`config.mk`:
```
export PLATFORM = sky130hd
export DESIGN_NAME = rx_desc_writer
export DESIGN_NICKNAME = d
export VERILOG_FILES = /design/src/rtl/rxdc_pkg.sv /design/src/rtl/rxdc_rst_sync.sv /design/src/rtl/rxdc_status_pack.sv /design/src/rtl/rxdc_nobuf_flag.sv /design/src/rtl/rxdc_walker.sv /design/src/rtl/rx_desc_writer.sv
export SDC_FILE = /design/constraint.sdc
export NUM_CORES = 1
export LEC_CHECK = 0
export ABC_AREA = 1
export BUFFER_PORTS_ARGS = -buffer_cell sky130_fd_sc_hd__clkbuf_2
export CAP_MARGIN = 20
export CORE_AREA = 10 10 86 88
export CTS_BUF_LIST = sky130_fd_sc_hd__clkbuf_4 sky130_fd_sc_hd__clkbuf_8
export DETAILED_ROUTE_END_ITERATION = 16
export DIE_AREA = 0 0 96 98
export GPL_TIMING_DRIVEN = 0
export MAX_ROUTING_LAYER = met4
export PLACE_DENSITY = 0.95
export SLEW_MARGIN = 20
export SYNTH_ARGS = -nofsm -noshare
export SYNTH_HDL_FRONTEND = slang
export SYNTH_SLANG_ARGS = --single-unit
```
`constraint.sdc`:
```
create_clock -name clk -period 4.6 [get_ports clk]
set_input_delay 0.92 -clock clk [delete_from_list [all_inputs] [get_ports clk]]
set_output_delay 0.92 -clock clk [all_outputs]
set_load 0.02 [all_outputs]
```
`src/rtl/rxdc_pkg.sv`:
```
package rxdc_pkg;

  localparam int unsigned WORD_W      = 32;
  localparam int unsigned OWN_POS     = 31;
  localparam int unsigned LEN_LSB     = 16;
  localparam int unsigned LEN_FIELD_W = 12;
  localparam int unsigned MC_POS      = 14;
  localparam int unsigned BC_POS      = 13;
  localparam int unsigned UC_POS      = 12;
  localparam int unsigned FIRST_POS   = 11;
  localparam int unsigned LAST_POS    = 10;
  localparam int unsigned ESUM_POS    = 7;
  localparam int unsigned ERR_LSB     = 2;
  localparam int unsigned ERR_W       = 5;

  // Word offsets inside one descriptor entry
  localparam logic [1:0] OFS_STAT = 2'd0;
  localparam logic [1:0] OFS_CTRL = 2'd1;
  localparam logic [1:0] OFS_NEXT = 2'd3;

  typedef enum logic [1:0] {
    MATCH_NONE    = 2'd0,
    MATCH_STATION = 2'd1,
    MATCH_BCAST   = 2'd2,
    MATCH_MCAST   = 2'd3
  } match_e;

  typedef enum logic [2:0] {
    WS_IDLE   = 3'd0,
    WS_RSTAT  = 3'd1,
    WS_CHKOWN = 3'd2,
    WS_RNXT   = 3'd3,
    WS_WRITE  = 3'd4
  } walk_e;

endpackage

```
`src/rtl/rxdc_rst_sync.sv`:
```
module rxdc_rst_sync #(
  parameter int unsigned STAGES = 2
) (
  input  logic clk,
  input  logic rst_n,
  output logic rst_sync_n
);

  logic [STAGES-1:0] chain_q;

  always_ff @(posedge clk or negedge rst_n) begin
    if (!rst_n) begin
      chain_q <= '0;
    end else begin
      chain_q <= {chain_q[STAGES-2:0], 1'b1};
    end
  end

  assign rst_sync_n = chain_q[STAGES-1];

endmodule

```
`src/rtl/rxdc_status_pack.sv`:
```
module rxdc_status_pack
  import rxdc_pkg::*;
#(
  parameter int unsigned LEN_W = 12
) (
  input  logic              first_i,
  input  logic              last_i,
  input  logic [LEN_W-1:0]  len_i,
  input  match_e            match_i,
  input  logic [ERR_W-1:0]  err_i,
  output logic [WORD_W-1:0] word_o
);

  // Place each error flag at its status position
  logic [WORD_W-1:0] err_placed;

  for (genvar g = 0; g < ERR_W; g++) begin : g_err
    assign err_placed[ERR_LSB+g] = err_i[g];
  end
  for (genvar h = 0; h < WORD_W; h++) begin : g_fill
    if (h < ERR_LSB || h >= ERR_LSB + ERR_W) begin : g_zero
      assign err_placed[h] = 1'b0;
    end
  end

  always_comb begin
    word_o            = '0;
    word_o[FIRST_POS] = first_i;
    if (last_i) begin
      word_o                    = word_o | err_placed;
      word_o[LAST_POS]          = 1'b1;
      word_o[LEN_LSB +: LEN_W]  = len_i;
      word_o[ESUM_POS]          = |err_i;
      unique case (match_i)
        MATCH_STATION: word_o[UC_POS] = 1'b1;
        MATCH_BCAST:   word_o[BC_POS] = 1'b1;
        MATCH_MCAST:   word_o[MC_POS] = 1'b1;
        default:       ;
      endcase
    end
  end

endmodule

```
`src/rtl/rxdc_nobuf_flag.sv`:
```
module rxdc_nobuf_flag (
  input  logic clk,
  input  logic rst_n,
  input  logic set_i,
  input  logic clr_i,
  output logic flag_o
);

  logic flag_q, flag_n, flag_en;

  always_comb begin
    flag_en = set_i | clr_i;
    flag_n  = set_i;          // a new drop wins over a poll in the same cycle
  end

  always_ff @(posedge clk or negedge rst_n) begin
    if (!rst_n) begin
      flag_q <= 1'b0;
    end else if (flag_en) begin
      flag_q <= flag_n;
    end
  end

  assign flag_o = flag_q;

  AST_NOBUF_HOLD: assert property (@(posedge clk) disable iff (!rst_n)
    flag_q && !clr_i |=> flag_q) else $error("no_buf dropped without poll");

  AST_NOBUF_RISE: assert property (@(posedge clk) disable iff (!rst_n)
    set_i |=> flag_q) else $error("drop did not raise no_buf");

endmodule

```
`src/rtl/rxdc_walker.sv`:
```
module rxdc_walker
  import rxdc_pkg::*;
#(
  parameter int unsigned IDX_W = 2,
  parameter int unsigned LEN_W = 12,
  parameter int unsigned BSZ_W = 11,
  localparam int unsigned AW   = IDX_W + 2
) (
  input  logic              clk,
  input  logic              rst_n,
  input  logic              frm_done_i,
  input  logic [LEN_W-1:0]  frm_len_i,
  input  match_e            frm_match_i,
  input  logic [ERR_W-1:0]  frm_err_i,
  input  logic              suspend_i,
  input  logic [WORD_W-1:0] rd_data_i,
  output logic              rd_en_o,
  output logic [AW-1:0]     rd_addr_o,
  output logic              wr_en_o,
  output logic [AW-1:0]     wr_addr_o,
  output logic              first_o,
  output logic              last_o,
  output logic [LEN_W-1:0]  len_o,
  output match_e            match_o,
  output logic [ERR_W-1:0]  err_o,
  output logic              drop_o,
  output logic              busy_o,
  output logic [IDX_W-1:0]  pos_o
);

  walk_e             state_q, state_n;
  logic [IDX_W-1:0]  pos_q, pos_n;
  logic [LEN_W-1:0]  len_q, len_n;
  logic [LEN_W-1:0]  rem_q, rem_n;
  match_e            match_q, match_n;
  logic [ERR_W-1:0]  err_q, err_n;
  logic              first_q, first_n;
  logic [BSZ_W-1:0]  bsz_q, bsz_n;
  logic              frame_en, pos_en, bsz_en, step_en;
  logic [LEN_W:0]    rem_x, bsz_x;
  logic              fits;
  logic              unused_rd_bits;

  assign unused_rd_bits = ^rd_data_i;

  always_comb begin
    rem_x = {1'b0, rem_q};
    bsz_x = '0;
    bsz_x[BSZ_W-1:0] = bsz_q;
    fits  = (rem_x <= bsz_x);
  end

  always_comb begin
    state_n   = state_q;
    pos_n     = pos_q;
    len_n     = len_q;
    rem_n     = rem_q;
    match_n   = match_q;
    err_n     = err_q;
    first_n   = first_q;
    bsz_n     = bsz_q;
    frame_en  = 1'b0;
    pos_en    = 1'b0;
    bsz_en    = 1'b0;
    step_en   = 1'b0;
    rd_en_o   = 1'b0;
    rd_addr_o = {pos_q, OFS_STAT};
    wr_en_o   = 1'b0;
    wr_addr_o = {pos_q, OFS_STAT};
    drop_o    = 1'b0;
    unique case (state_q)
      WS_IDLE: begin
        if (frm_done_i && !suspend_i) begin
          frame_en = 1'b1;
          len_n    = frm_len_i;
          rem_n    = frm_len_i;
          match_n  = frm_match_i;
          err_n    = frm_err_i;
          first_n  = 1'b1;
          state_n  = WS_RSTAT;
        end
      end
      WS_RSTAT: begin
        rd_en_o   = 1'b1;
        rd_addr_o = {pos_q, OFS_STAT};
        state_n   = WS_CHKOWN;
      end
      WS_CHKOWN: begin
        if (rd_data_i[OWN_POS]) begin
          rd_en_o   = 1'b1;
          rd_addr_o = {pos_q, OFS_CTRL};
          state_n   = WS_RNXT;
        end else begin
          drop_o  = 1'b1;
          state_n = WS_IDLE;
        end
      end
      WS_RNXT: begin
        bsz_en    = 1'b1;
        bsz_n     = rd_data_i[BSZ_W-1:0];
        rd_en_o   = 1'b1;
        rd_addr_o = {pos_q, OFS_NEXT};
        state_n   = WS_WRITE;
      end
      WS_WRITE: begin
        wr_en_o   = 1'b1;
        wr_addr_o = {pos_q, OFS_STAT};
        pos_en    = 1'b1;
        pos_n     = rd_data_i[IDX_W-1:0];
        if (fits) begin
          state_n = WS_IDLE;
        end else begin
          step_en = 1'b1;
          rem_n   = rem_q - bsz_x[LEN_W-1:0];
          first_n = 1'b0;
          state_n = WS_RSTAT;
        end
      end
      default: state_n = WS_IDLE;
    endcase
  end

  always_ff @(posedge clk or negedge rst_n) begin
    if (!rst_n) begin
      state_q <= WS_IDLE;
    end else begin
      state_q <= state_n;
    end
  end

  always_ff @(posedge clk or negedge rst_n) begin
    if (!rst_n) begin
      pos_q <= '0;
    end else if (pos_en) begin
      pos_q <= pos_n;
    end
  end

  always_ff @(posedge clk or negedge rst_n) begin
    if (!rst_n) begin
      len_q   <= '0;
      match_q <= MATCH_NONE;
      err_q   <= '0;
    end else if (frame_en) begin
      len_q   <= len_n;
      match_q <= match_n;
      err_q   <= err_n;
    end
  end

  always_ff @(posedge clk or negedge rst_n) begin
    if (!rst_n) begin
      rem_q   <= '0;
      first_q <= 1'b0;
    end else if (frame_en || step_en) begin
      rem_q   <= rem_n;
      first_q <= first_n;
    end
  end

  always_ff @(posedge clk or negedge rst_n) begin
    if (!rst_n) begin
      bsz_q <= '0;
    end else if (bsz_en) begin
      bsz_q <= bsz_n;
    end
  end

  assign first_o = first_q;
  assign last_o  = fits;
  assign len_o   = len_q;
  assign match_o = match_q;
  assign err_o   = err_q;
  assign busy_o  = (state_q != WS_IDLE);
  assign pos_o   = pos_q;

  AST_PORTS_EXCLUSIVE: assert property (@(posedge clk) disable iff (!rst_n)
    !(rd_en_o && wr_en_o)) else $error("read and write together");

  AST_FOLLOW_POINTER: assert property (@(posedge clk) disable iff (!rst_n)
    wr_en_o |=> (pos_q == $past(rd_data_i[IDX_W-1:0]))) else $error("ring position did not follow pointer");

  AST_WRITE_NEEDS_OWN: assert property (@(posedge clk) disable iff (!rst_n)
    (state_q == WS_CHKOWN) && !rd_data_i[OWN_POS] |=> !wr_en_o) else $error("write after unowned status");

endmodule

```
`src/rtl/rx_desc_writer.sv`:
```
module rx_desc_writer
  import rxdc_pkg::*;
#(
  parameter int unsigned IDX_W = 2,
  parameter int unsigned LEN_W = 12,
  parameter int unsigned BSZ_W = 11,
  localparam int unsigned AW   = IDX_W + 2
) (
  input  logic              clk,
  input  logic              rst_n,
  input  logic              frm_done,
  input  logic [LEN_W-1:0]  frm_len,
  input  logic [1:0]        frm_match,
  input  logic [4:0]        frm_err,
  input  logic              poll_demand,
  output logic              busy,
  output logic [IDX_W-1:0]  ring_pos,
  output logic              no_buf,
  output logic              dsc_rd_en,
  output logic [AW-1:0]     dsc_rd_addr,
  input  logic [31:0]       dsc_rd_data,
  output logic              dsc_wr_en,
  output logic [AW-1:0]     dsc_wr_addr,
  output logic [31:0]       dsc_wr_data
);

  logic             rst_sync_n;
  logic             w_first, w_last, w_drop;
  logic [LEN_W-1:0] w_len;
  match_e           w_match;
  logic [ERR_W-1:0] w_err;

  rxdc_rst_sync #(.STAGES(2)) u_rst_sync (
    .clk        (clk),
    .rst_n      (rst_n),
    .rst_sync_n (rst_sync_n)
  );

  rxdc_walker #(
    .IDX_W (IDX_W),
    .LEN_W (LEN_W),
    .BSZ_W (BSZ_W)
  ) u_walker (
    .clk         (clk),
    .rst_n       (rst_sync_n),
    .frm_done_i  (frm_done),
    .frm_len_i   (frm_len),
    .frm_match_i (match_e'(frm_match)),
    .frm_err_i   (frm_err),
    .suspend_i   (no_buf),
    .rd_data_i   (dsc_rd_data),
    .rd_en_o     (dsc_rd_en),
    .rd_addr_o   (dsc_rd_addr),
    .wr_en_o     (dsc_wr_en),
    .wr_addr_o   (dsc_wr_addr),
    .first_o     (w_first),
    .last_o      (w_last),
    .len_o       (w_len),
    .match_o     (w_match),
    .err_o       (w_err),
    .drop_o      (w_drop),
    .busy_o      (busy),
    .pos_o       (ring_pos)
  );

  rxdc_status_pack #(.LEN_W(LEN_W)) u_pack (
    .first_i (w_first),
    .last_i  (w_last),
    .len_i   (w_len),
    .match_i (w_match),
    .err_i   (w_err),
    .word_o  (dsc_wr_data)
  );

  rxdc_nobuf_flag u_nobuf (
    .clk    (clk),
    .rst_n  (rst_sync_n),
    .set_i  (w_drop),
    .clr_i  (poll_demand),
    .flag_o (no_buf)
  );

  AST_OWN_RETURNED: assert property (@(posedge clk) disable iff (!rst_sync_n)
    dsc_wr_en |-> !dsc_wr_data[OWN_POS]) else $error("ownership not cleared");

  AST_STATUS_WORD_ONLY: assert property (@(posedge clk) disable iff (!rst_sync_n)
    dsc_wr_en |-> (dsc_wr_addr[1:0] == OFS_STAT)) else $error("write outside status word");

  AST_ERR_SUMMARY: assert property (@(posedge clk) disable iff (!rst_sync_n)
    dsc_wr_en |-> (dsc_wr_data[ESUM_POS] == (|dsc_wr_data[ERR_LSB +: ERR_W]))) else $error("summary mismatch");

  AST_MATCH_ONEHOT: assert property (@(posedge clk) disable iff (!rst_sync_n)
    dsc_wr_en |-> $onehot0(dsc_wr_data[MC_POS:UC_POS])) else $error("several match bits");

  AST_MIDDLE_BARE: assert property (@(posedge clk) disable iff (!rst_sync_n)
    dsc_wr_en && !dsc_wr_data[LAST_POS] |->
      (dsc_wr_data[LEN_LSB +: LEN_W] == '0) && (dsc_wr_data[MC_POS:UC_POS] == '0) &&
      (dsc_wr_data[ESUM_POS:0] == '0)) else $error("non-final descriptor carries frame data");

  AST_SUSPENDED_QUIET: assert property (@(posedge clk) disable iff (!rst_sync_n)
    no_buf |-> !dsc_rd_en && !dsc_wr_en) else $error("memory access while suspended");

endmodule

```
==> metrics.md, run 1 <==
| Metric | Value |
|---|---|
| Min Hold Slack | `225 ps` |
| Clock Skews | `6.47 ps` |
| Worst path cell trace | `ha_1 > fa_1 > inv_1 > nand3_1 > nand3_2 > nand2_1 > nand3_2 > nand2_1 > inv_2 > buf_2 > nor2_1 > clkbuf_2` |
| Clock-pin slew on the worst setup and hold paths | `90 ps` |
| Site Rows | `28` |
| Share of cells above drive strength 1 | `23.5%` |
| Die extent in x | `96 um` |
| Top-area cell type share of the netlist area | `40.8%` |
| Post-synthesis sequential area ratio | `40.8%` |
| Max clock buf depth | `2` |
| Synth warn | `0` |
| Most common cell after layout, fill and taps aside | `nand2_1` |
| Largest family of logic cells by synthesized area | `simple AND/OR/NAND/NOR gates` |
| Clock latency on the worst-skew pair | `310 ps` |
| CTS HTree Levels | `2` |
| First-pass DRT Iterations | `4` |
| TritonCTS clock tree | `built` |
| Design area | `0.00373 mm^2` |
| CP required | `3680 ps` |
| Clock Sinks | `51` |
| Initial antenna violation count | `0` |
| Die area | `0.00941 mm^2` |
| GR peak layer | `met2` |
| Highest clock rate | `297 MHz` |
| IO buf count | `69` |
| DRT iter0 DRCs | `171` |
| Core Area | `0.00575 mm^2` |
| Met3 GRT Util | `3.45%` |
| Top cells by area, synth | `dfrtp_1, nand2_1, inv_1` |
| Final hold vios | `0` |
| Leading area contributor after synthesis | `dfrtp_1` |
| FF+latch count, synth | `51` |
| Crit-path max FO | `10` |
| RSZ-0062 raised after global routing | `no` |
| Post-DP Area | `0.00363 mm^2` |
| Post-Synth XOR/XNOR Area | `0.560%` |
| DR vias/cell | `4.87` |
| Chip Height | `98 um` |
| Adder-cell area share of the yosys netlist | `5.04%` |
| Setup crit end kind | `output pin` |
| Area Overhead vs Synth | `19.1%` |
| Hpwl dp | `6480 um` |
| GRT overflow | `0` |
| GPL Wtd Cong | `0.895` |
| Maxcap violations | `0` |
| Post-route ant nets | `0` |
| Initial Util | `54.5%` |
| Hold buffer count at CTS | `0` |
| Setup Viol. Count Final | `0` |
| Nets | `589` |
| Num CTS Buffers | `5` |
| R2r setup slk | `2470 ps` |
| IO Pins | `101` |
| Critical path class | `register to output pin` |
| Simple-gate area share of the yosys netlist | `29.1%` |
| Hold Path Class | `register to asynchronous set/reset pin` |
| Met1 global-route usage | `20.3%` |
| Crit Reg-Reg Startpoint | `u_walker.bsz_q[0]` |
| GRT Overall Usage | `17.6%` |
| Routed WL per cell | `13.5 um` |
| DR vias | `2911` |
| Cts repair resizes | `0` |
| Status | `finished, final reports clean` |
| Largest net degree at the start of global routing | `31` |
| Synth Instances | `435` |
| Setup bufs post-CTS | `0` |
| Clock root buffer | `clkbuf_8` |
| Number of remaining DRC errors | `0` |
| Peak supply drop | `0.473 mV` |
| Setup TNS Final | `0 ps` |
| Number of global-route vias before repair | `2960` |
| Most frequent cells in the layout | `nand2_1, inv_1, clkbuf_2, dfrtp_1, nor2_1` |
| GR Layer Usage met2 | `29.8%` |
| Final Total Pwr | `3.08 mW` |
| Post-Route WL | `8050 um` |
| Yosys cell types | `29` |
| R2R Path End | `u_walker.rem_q[9]` |
| Final core utilization | `64.9%` |
| Pins Over Slew Limit | `0` |
| Area fraction in compound gates after synthesis | `7.91%` |
| Leak pwr | `2.19 nW` |
| Worst EP arrival | `2450 ps` |
| CP peak stage delay | `420 ps` |
| Cell area after synthesis | `0.00313 mm^2` |
| Type of origin of the critical path | `register` |
| Crit-path slowest cell | `fa_1` |
| Power Dens Cells | `825 mW/mm^2` |
| Multiplexer share of the synthesized area | `0%` |
| Post-route minimum period | `3370 ps` |
| Synth Area per Inst | `7.20 um^2` |
| Number of diodes | `0` |
| Worst R2R Path Depth | `12` |
| First-pass GRT wire length | `13200 um` |
| Fin crit share | `73.2%` |
[cells in the mapped netlist]
cell,count
nand2_1,126
inv_1,73
dfrtp_1,51
nor2_1,41
o21ai_0,30
nand3_1,20
a21oi_1,17
buf_4,17
ha_1,11
inv_2,7
nand3_2,6
buf_2,4
nand3b_1,4
nand4_1,4
buf_6,3
nand2_2,3
nor3_1,3
clkbuf_1,2
conb_1,2
xnor2_1,2
a31oi_1,1
buf_12,1
clkinv_1,1
fa_1,1
nand2_4,1
nor2_4,1
nor4_1,1
o22ai_1,1
or2_2,1
[sequential cells by signal, indices dropped and copies added (netlist names)]
name / count
u_nobuf.flag_o: 1
u_walker.first_o: 1
u_walker.state_q: 3
u_walker.len_o: 12
u_walker.err_o: 5
u_rst_sync.chain_q: 2
u_walker.pos_o: 2
u_walker.rem_q: 12
u_walker.match_o: 2
u_walker.bsz_q: 11
[layer usage]
layer | vias to the layer above | share of wire [%]
li1 | 1474 | -
met1 | 1335 | 41
met2 | 87 | 49
met3 | 15 | 7.4
met4 | 0 | 2.0
met5 | - | 0
[cells by family (layout without fill, tap and decap cells)]
| kind of cell | count (synthesis) | in the layout |
|---|---|---|
| buf+inv | 108 | 186 |
| flops | 51 | 51 |
| other cells | 2 | 12 |
| compound gates | 49 | 49 |
| xor+xnor | 2 | 2 |
| simple gates | 211 | 211 |
| fa+ha+maj | 12 | 12 |
[per-stage QoR]
step / setup WS (ps) / instances
detailed placement: 1650 / 590
finish: 1230 / 598
global placement: 1680 / 589
global route: 1110 / 598
floorplan: 1810 / 445
CTS: 1250 / 598
[worst max path at each step]
| stage | start | end | slack [ps] | depth (start not counted) |
|---|---|---|---|---|
| 2_1_floorplan | u_walker.rem_q[0] | dsc_wr_data[13] | 1810 | 12 |
| 3_3_place_gp | u_walker.bsz_q[0] | dsc_wr_data[7] | 1680 | 12 |
| 3_5_place_dp | u_walker.bsz_q[0] | dsc_wr_data[17] | 1650 | 12 |
| 4_1_cts | u_walker.bsz_q[0] | dsc_wr_data[17] | 1250 | 12 |
| 5_1_grt | u_walker.bsz_q[0] | dsc_wr_data[26] | 1110 | 12 |
| 6_report | u_walker.bsz_q[0] | dsc_wr_data[19] | 1230 | 12 |
[area by class of cell]
cell class | instances | area, um^2
fillers | 501 | 2020
repair buffers | 70 | 365
clock buffers | 6 | 82.6
plain buffers | 27 | 209
flip-flops and latches | 51 | 1280
clock inverters | 2 | 16.3
inverters | 81 | 304
multi-input cells | 286 | 1380
well taps | 75 | 93.8
[power by group]
group / switching, mW / leakage, nW / internal (mW) / total, mW
sequential: 0.109 / 0.607 / 0.652 / 0.762
combinational: 1.33 / 1.53 / 0.704 / 2.04
clock: 0.156 / 0.0474 / 0.123 / 0.279
total: 1.60 / 2.19 / 1.48 / 3.08
[critical path: cells and delay by family (launching register included)]
kind                     cells  cell delay, ps
adder cells (fa/ha/maj)      2             660
buffers and inverters        4             570
flip-flops                   1             390
AND/OR/NAND/NOR              6             540
(Power assumes the default switching activity.)
==> inputs of run 2 (changes only) <==
- ABC_AREA: 1 -> 0
- PLACE_DENSITY: 0.95 -> 0.91
- clock period: 4.6 -> 3.15 ns (I/O delays scaled with it)
==> run 2 against run 1 <==
  * The run now ends with negative setup slack left
  * Hold slack worse by 140 ps
  * Power is 56% higher
  * Critical endpoint is now dsc_wr_data[14]
  * Synthesized cell count is 27% lower
  * Die area is the same
==> metrics.md, run 2 <==
| Metric | Value |
|---|---|
| Hold buffer count at CTS | `0 (unchanged)` |
| Clock-pin slew on the worst setup and hold paths | `100 ps (about the same)` |
| Leading area contributor after synthesis | `dfrtp_1` |
| Cells after DPL | `473 (-20%)` |
| GRT overflow | `0 (unchanged)` |
| Share of cells above drive strength 1 | `36.3% (+13 points)` |
| Number of diodes | `0 (unchanged)` |
| Crit-path slowest cell | `dfrtp_1` |
| TritonCTS clock tree | `built` |
| Pins Over Slew Limit | `0 (unchanged)` |
| CP bufs+invs | `3 (-1)` |
| CTS HTree Levels | `2 (unchanged)` |
| Top_reg_cell synth | `dfrtp_1` |
| Worst path cell trace | `ha_4 > fa_2 > nand2b_4 > a211o_1 > a211o_1 > a21oi_4 > inv_4 > buf_8 > and3_4 > buf_8` |
| FF+latch count, synth | `51 (unchanged)` |
| Synth Area per Inst | `9.07 um^2 (+26%)` |
| Post-route ant nets | `0 (unchanged)` |
| Clock Skews | `12.4 ps (+5.97 ps)` |
| Leak pwr | `2.01 nW (-8.1%)` |
| Top-area cell type share of the netlist area | `44.3% (+3.5 points)` |
| Die area | `0.00941 mm^2 (unchanged)` |
| Delay-heaviest family, CP | `compound AO/OA/AOI/OAI gates` |
| Cell area after synthesis | `0.00288 mm^2 (-7.9%)` |
| First-pass GRT wire length | `13600 um (+3.2%)` |
| Maxcap violations | `0 (unchanged)` |
| Post-Route WL | `9380 um (+17%)` |
| Setup Viol. Count Final | `22 (+22)` |
| Most common cell after layout, fill and taps aside | `nand2_1` |
| Core Area | `0.00575 mm^2 (unchanged)` |
| Initial antenna violation count | `0 (unchanged)` |
| Type of origin of the critical path | `register` |
| Clock root buffer | `clkbuf_8` |
| Number of remaining DRC errors | `0 (unchanged)` |
| Power Dens Cells | `1250 mW/mm^2 (+51%)` |
| Area Overhead vs Synth | `33.8%` |
| Count leader, synth | `nand2_1` |
| Setup crit end kind | `output pin` |
| Top cells by area, synth | `dfrtp_1, nand2_1, ha_1` |
| Commonest cells in the netlist | `nand2_1, dfrtp_1, nor2_1, inv_1` |
| RSZ-0062 raised after global routing | `yes` |
| Status | `finished, violations left` |
| Worst setup margin | `-300 ps (-1530 ps)` |
| DR vias | `2752 (-5.5%)` |
| Layout filler cell count | `405 (-19%)` |
| CP required | `2520 ps (-1160 ps)` |
| First-pass DRT Iterations | `5 (+1)` |
| Initial Util | `50.2% (-4.3 points)` |
| Failing checks | `negative setup slack` |
| Critical path class | `register to output pin` |
| Setup TNS Final | `-5680 ps (-5680 ps)` |
| Post-synth EDFFs | `0 (unchanged)` |
| Non-Filler Instances | `491 (-18%)` |
| Max-slew headroom | `51.9%` |
| Highest clock rate | `290 MHz` |
| Clock Sinks | `51 (unchanged)` |
| Final Total Pwr | `4.81 mW (+56%)` |
| Post-synth ARST share | `100% (unchanged)` |
| Most frequent cells in the layout | `nand2_1, clkbuf_2, dfrtp_1, buf_4, nor2_1` |
| Routed WL per cell | `19.1 um (+42%)` |
| Num CTS Buffers | `5 (unchanged)` |
| Min Hold Slack | `89.6 ps (-136 ps)` |
| Hpwl dp | `5960 um (-8.0%)` |
| Max clock buf depth | `2 (unchanged)` |
| Clock latency on the worst-skew pair | `310 ps (about the same)` |
| Hold Path Class | `primary input to asynchronous set/reset pin` |
| GRT Overall Usage | `18.5% (+0.90 points)` |
| DR vias/cell | `5.60 (+15%)` |
| Worst EP arrival | `2820 ps (+370 ps)` |
| Site Rows | `28 (unchanged)` |
| IO Pins | `101 (unchanged)` |
| Die extent in x | `96 um (unchanged)` |
| Synth warn | `0 (unchanged)` |
| GPL Wtd Cong | `0.858 (-4.1%)` |
| Post-synthesis sequential area ratio | `44.3% (+3.5 points)` |
| Fin crit share | `110%` |
| Least-Margin Pin Slew | `720 ps` |
| Final core utilization | `67.2% (+2.3 points)` |
| CP peak stage delay | `430 ps (about the same)` |
| IO buf count | `69 (unchanged)` |
| Peak supply drop | `0.896 mV (+90%)` |
| Largest net degree at the start of global routing | `27 (-13%)` |
| Final hold vios | `0 (unchanged)` |
| Synth Instances | `318 (-27%)` |
| Yosys cell types | `55 (+90%)` |
| DRT iter0 DRCs | `287 (+68%)` |
| Number of global-route vias before repair | `2826 (-4.5%)` |
| Crit-path max FO | `5 (-5)` |
| Nets | `482 (-18%)` |
| Post-route minimum period | `3450 ps` |
| Chip Height | `98 um (unchanged)` |
==> run 2: changes by cell type after synthesis, sizes merged, moves of 6 or more <==
cell	delta
a221o	+6
and2	+24
o21ai	-15
a21o	+9
inv	-59
nand3	-23
nor2	-19
nand2	-70
==> run 2: cell families (layout without fill, tap and decap cells) <==
family,count (synthesis),in the layout,synth area share [%]
and+or+nand+nor,129,129,21.8
AOI/OAI and AO/OA,68,68,16.7
DFF,51,51,44.3
buffers and inverters,48,136,8.94
adders and majority gates,12,12,5.47
xor gates and xnor gates,6,6,1.82
other,2,12,0.260
muxes,2,2,0.738
==> run 2: stage by stage <==
| stage | setup slack (ps) | area (um^2) |
|---|---|---|
| 2_1_floorplan | 63.4 | 2920 |
| 3_3_place_gp | -276 | 3360 |
| 3_5_place_dp | -330 | 3380 |
| 4_1_cts | -251 | 3740 |
| 5_1_grt | -341 | 3860 |
| 6_report | -300 | 3860 |
==> run 2: what timing repair did <==
| action | CTS | global route |
|---|---|---|
| pin swaps | 14 | 7 |
| endpoints found under the setup margin | 22 | 22 |
| resized for setup | 46 | 50 |
| setup buffers | 6 | 2 |
| gates cloned | 2 | 0 |
==> run 2: final cells by class <==
class	count	area, um^2	area share, %
clock buffers	6	82.6	2.14
well taps	75	93.8	2.43
flip-flops and latches	51	1280	33.1
multi-input cells	229	1480	38.3
plain buffers	27	204	5.28
inverters	21	81.3	2.11
clock inverters	2	35.0	0.908
repair buffers	80	608	15.8
==> run 2: final timing paths <==
kind | startpoint | to | slack [ps] | cells past startpoint
hold / removal | rst_n | u_rst_sync.chain_q[1] | 90 | 1
max in group asynchronous | u_rst_sync.chain_q[1] | u_walker.len_o[1] | 2340 | 1
hold reg to reg | u_rst_sync.chain_q[1] | u_walker.bsz_q[8] | 270 | 0
setup / recovery | u_walker.bsz_q[0] | dsc_wr_data[14] | -300 | 10
setup reg to reg | u_walker.bsz_q[0] | u_walker.rem_q[6] | 280 | 10
min in group clk | u_rst_sync.chain_q[0] | u_rst_sync.chain_q[1] | 370 | 0
==> run 2: power breakdown <==
group	internal, mW	switching [mW]
Clock	0.257	0.229
Sequential	0.957	0.236
Combinational	1.40	1.73
==> run 2: per-layer routing <==
layer | track usage (%) | routed length, um | vias up
met3 | 4.75 | 544 | 30
met4 | 6.81 | 292 | 0
li1 | - | - | 1241
met1 | 20.4 | 3590 | 1347
met5 | - | 0 | -
met2 | 30.9 | 4950 | 134
==> inputs of run 3 (changes only) <==
- CORE_AREA: 10 10 86 88 -> 10 10 95 80
- DIE_AREA: 0 0 96 98 -> 0 0 105 90
==> run 3 against run 2 <==
  * The flow still finishes with violations (negative setup slack)
  * Via count down 1.3%
  * Final cell count rose by 1.4%
  * Register-to-register slack got worse by 140 ps
  * Critical path depth increased by 1
  * First-iteration DRC count is 20% lower
  * Clock skew grew 1.5 ps
  * Clock power down 16%
  * Wire length decreased by 2.8%
  * Cell area is 0.78% lower
  * Flip-flop and latch count stayed put
  * Sequential share of layout area is 0.26 points higher
  * Core utilization decreased by 0.64 points
==> metrics.md, run 3 (same netlist as run 2, synthesis figures left out) <==
| Metric | Value |
|---|---|
| GRT Overall Usage | `16.8% (-1.7 points)` |
| Setup Viol. Count Final | `22 (unchanged)` |
| Area of the multi-input gates | `0.00148 mm^2 (unchanged)` |
| Type of origin of the critical path | `register` |
| DR vias | `2717 (-1.3%)` |
| Max-slew headroom | `53.2% (+1.3 points)` |
| Initial Util | `50.1% (-0.087 points)` |
| Clock root buffer | `clkbuf_8` |
| Worst R2R Path Depth | `12 (+2)` |
| GPL Wtd Cong | `0.959 (+12%)` |
| R2R Path End | `u_walker.rem_q[5]` |
| Most common cell after layout, fill and taps aside | `nand2_1` |
| Post-Route WL | `9120 um (-2.8%)` |
| CP bufs+invs | `4 (+1)` |
| Worst path cell trace | `inv_1 > ha_4 > fa_2 > nand2b_4 > a211o_1 > a211o_1 > a21oi_4 > inv_4 > buf_8 > and2_1 > buf_6` |
| Core Area | `0.00576 mm^2 (+0.17%)` |
| Area Overhead vs Synth | `32.8%` |
| Flip-flop and latch area | `0.00128 mm^2 (unchanged)` |
| Final Total Pwr | `4.62 mW (-4.1%)` |
| Max clock buf depth | `2 (unchanged)` |
| Peak supply drop | `0.667 mV (-26%)` |
| Fin crit share | `111% (+1.1 points)` |
| Failing checks | `negative setup slack` |
| Hpwl dp | `5940 um (-0.31%)` |
| CP peak stage delay | `380 ps (-50 ps)` |
| Most frequent cells in the layout | `nand2_1, dfrtp_1, clkbuf_2, buf_4, nor2_1` |
| R2r setup slk | `140 ps (-140 ps)` |
| RSZ-0062 raised after global routing | `yes` |
| Clock Skews | `14.0 ps (+1.54 ps)` |
| Hold Path Class | `primary input to asynchronous set/reset pin` |
| DRT iter0 DRCs | `229 (-20%)` |
| Site Rows | `25 (-11%)` |
| Chip Height | `90 um (-8.2%)` |
| Non-Filler Instances | `498 (+1.4%)` |
| CP required | `2520 ps (about the same)` |
| Hold buffer count at CTS | `0 (unchanged)` |
| CTS HTree Levels | `2 (unchanged)` |
| Nets | `483 (+0.21%)` |
| Crit Reg-Reg Startpoint | `u_walker.rem_q[0]` |
| Clock-pin slew on the worst setup and hold paths | `100 ps (about the same)` |
| Min Hold Slack | `82.4 ps (-7.12 ps)` |
| Crit-path max FO | `10 (+5)` |
| GRT overflow | `0 (unchanged)` |
| Setup crit end kind | `output pin` |
| Number of global-route vias before repair | `2558 (-9.5%)` |
| Largest net degree at the start of global routing | `26 (-3.7%)` |
| Routed WL per cell | `18.3 um (-4.2%)` |
| Highest clock rate | `287 MHz (-0.99%)` |
| Die extent in x | `105 um (+9.4%)` |
| Status | `finished, violations left` |
| IO buf count | `69 (unchanged)` |
| Maxcap violations | `0 (unchanged)` |
| TritonCTS clock tree | `built` |
| First-pass GRT wire length | `12800 um (-5.9%)` |
| Worst setup margin | `-334 ps (-34.4 ps)` |
| Delay-heaviest family, CP | `compound AO/OA/AOI/OAI gates` |
| IO Pins | `101 (unchanged)` |
| Pins Over Slew Limit | `0 (unchanged)` |
| DR vias/cell | `5.46 (-2.7%)` |
| Number of diodes | `0 (unchanged)` |
| Clock latency on the worst-skew pair | `320 ps (about the same)` |
| Final core utilization | `66.5% (-0.64 points)` |
| Number of remaining DRC errors | `0 (unchanged)` |
| Leak pwr | `2.00 nW (-0.29%)` |
| Crit-path most repeated cell | `a211o_1` |
| Setup TNS Final | `-6520 ps (-840 ps)` |
| First-pass DRT Iterations | `5 (unchanged)` |
| Cells after DPL | `479 (+1.3%)` |
| Clock Sinks | `51 (unchanged)` |
| Final hold vios | `0 (unchanged)` |
| Power Dens Cells | `1210 mW/mm^2 (-3.3%)` |
| Post-route ant nets | `0 (unchanged)` |
| Num CTS Buffers | `5 (unchanged)` |
| Share of cells above drive strength 1 | `35.5% (-0.81 points)` |
| Critical path class | `register to output pin` |
| Crit-path slowest cell | `dfrtp_1` |
| Initial antenna violation count | `0 (unchanged)` |
| Least-Margin Pin Slew | `701 ps (-19.3 ps)` |
| Layout filler cell count | `445 (+9.9%)` |
| Post-route minimum period | `3480 ps (+34.4 ps)` |
| Worst EP arrival | `2850 ps (+30 ps)` |
| Die area | `0.00945 mm^2 (+0.45%)` |
[run 3: worst max-delay path by stage]
stage,startpoint,endpoint,slack [ps],cells after the start
global route,u_walker.rem_q[0],dsc_wr_data[16],-400,11
detailed placement,u_walker.bsz_q[0],dsc_wr_data[24],-300,10
CTS,u_walker.bsz_q[0],dsc_wr_data[14],-180,10
finish,u_walker.rem_q[0],dsc_wr_data[16],-330,11
global placement,u_walker.bsz_q[0],dsc_wr_data[20],-250,10
floorplan,u_walker.bsz_q[0],dsc_wr_data[14],60,9
[run 3: timing repair]
item,CTS,global route
setup buffers,4,6
pin swaps,5,14
gates resized for setup,24,69
setup endpoints to repair,22,22
cloned,0,1
[run 3: area by class of cell]
class	count	share of cell area, %
multi-input combinational	229	38.6
clock inverter	2	0.425
timing repair buffer	81	15.6
tap	81	2.65
buffer	27	5.33
clock buffer	6	1.99
sequential	51	33.4
inverter	21	2.12
[run 3: per-stage QoR]
| stage | instance area, um^2 | worst slack (ps) |
|---|---|---|
| 2_1_floorplan | 2920 | 63.4 |
| 3_5_place_dp | 3390 | -303 |
| 5_1_grt | 3830 | -395 |
| 3_3_place_gp | 3370 | -255 |
| 4_1_cts | 3610 | -183 |
| 6_report | 3830 | -334 |
[run 3: per-layer routing]
layer | track usage, % | part of all wire, %
met4 | 4.57 | 2.2
met5 | - | 0
met3 | 3.92 | 6.9
met1 | 22.3 | 42
met2 | 25.1 | 49
[run 3: power breakdown]
part / leakage, nW / internal [mW] / switching (mW)
Sequential: 0.621 / 0.957 / 0.217
Clock: 0.0452 / 0.169 / 0.241
Combinational: 1.34 / 1.37 / 1.66
Total: 2.00 / 2.50 / 2.12
[run 3: worst register-to-register path: cells and delay by family, from the launching register on]
family | cells | cell delay [ps]
buffers and inverters | 4 | 540
AO/OA/AOI/OAI | 5 | 1300
adder cells (fa/ha/maj) | 2 | 510
flip-flops | 1 | 380
AND/OR/NAND/NOR | 1 | 160
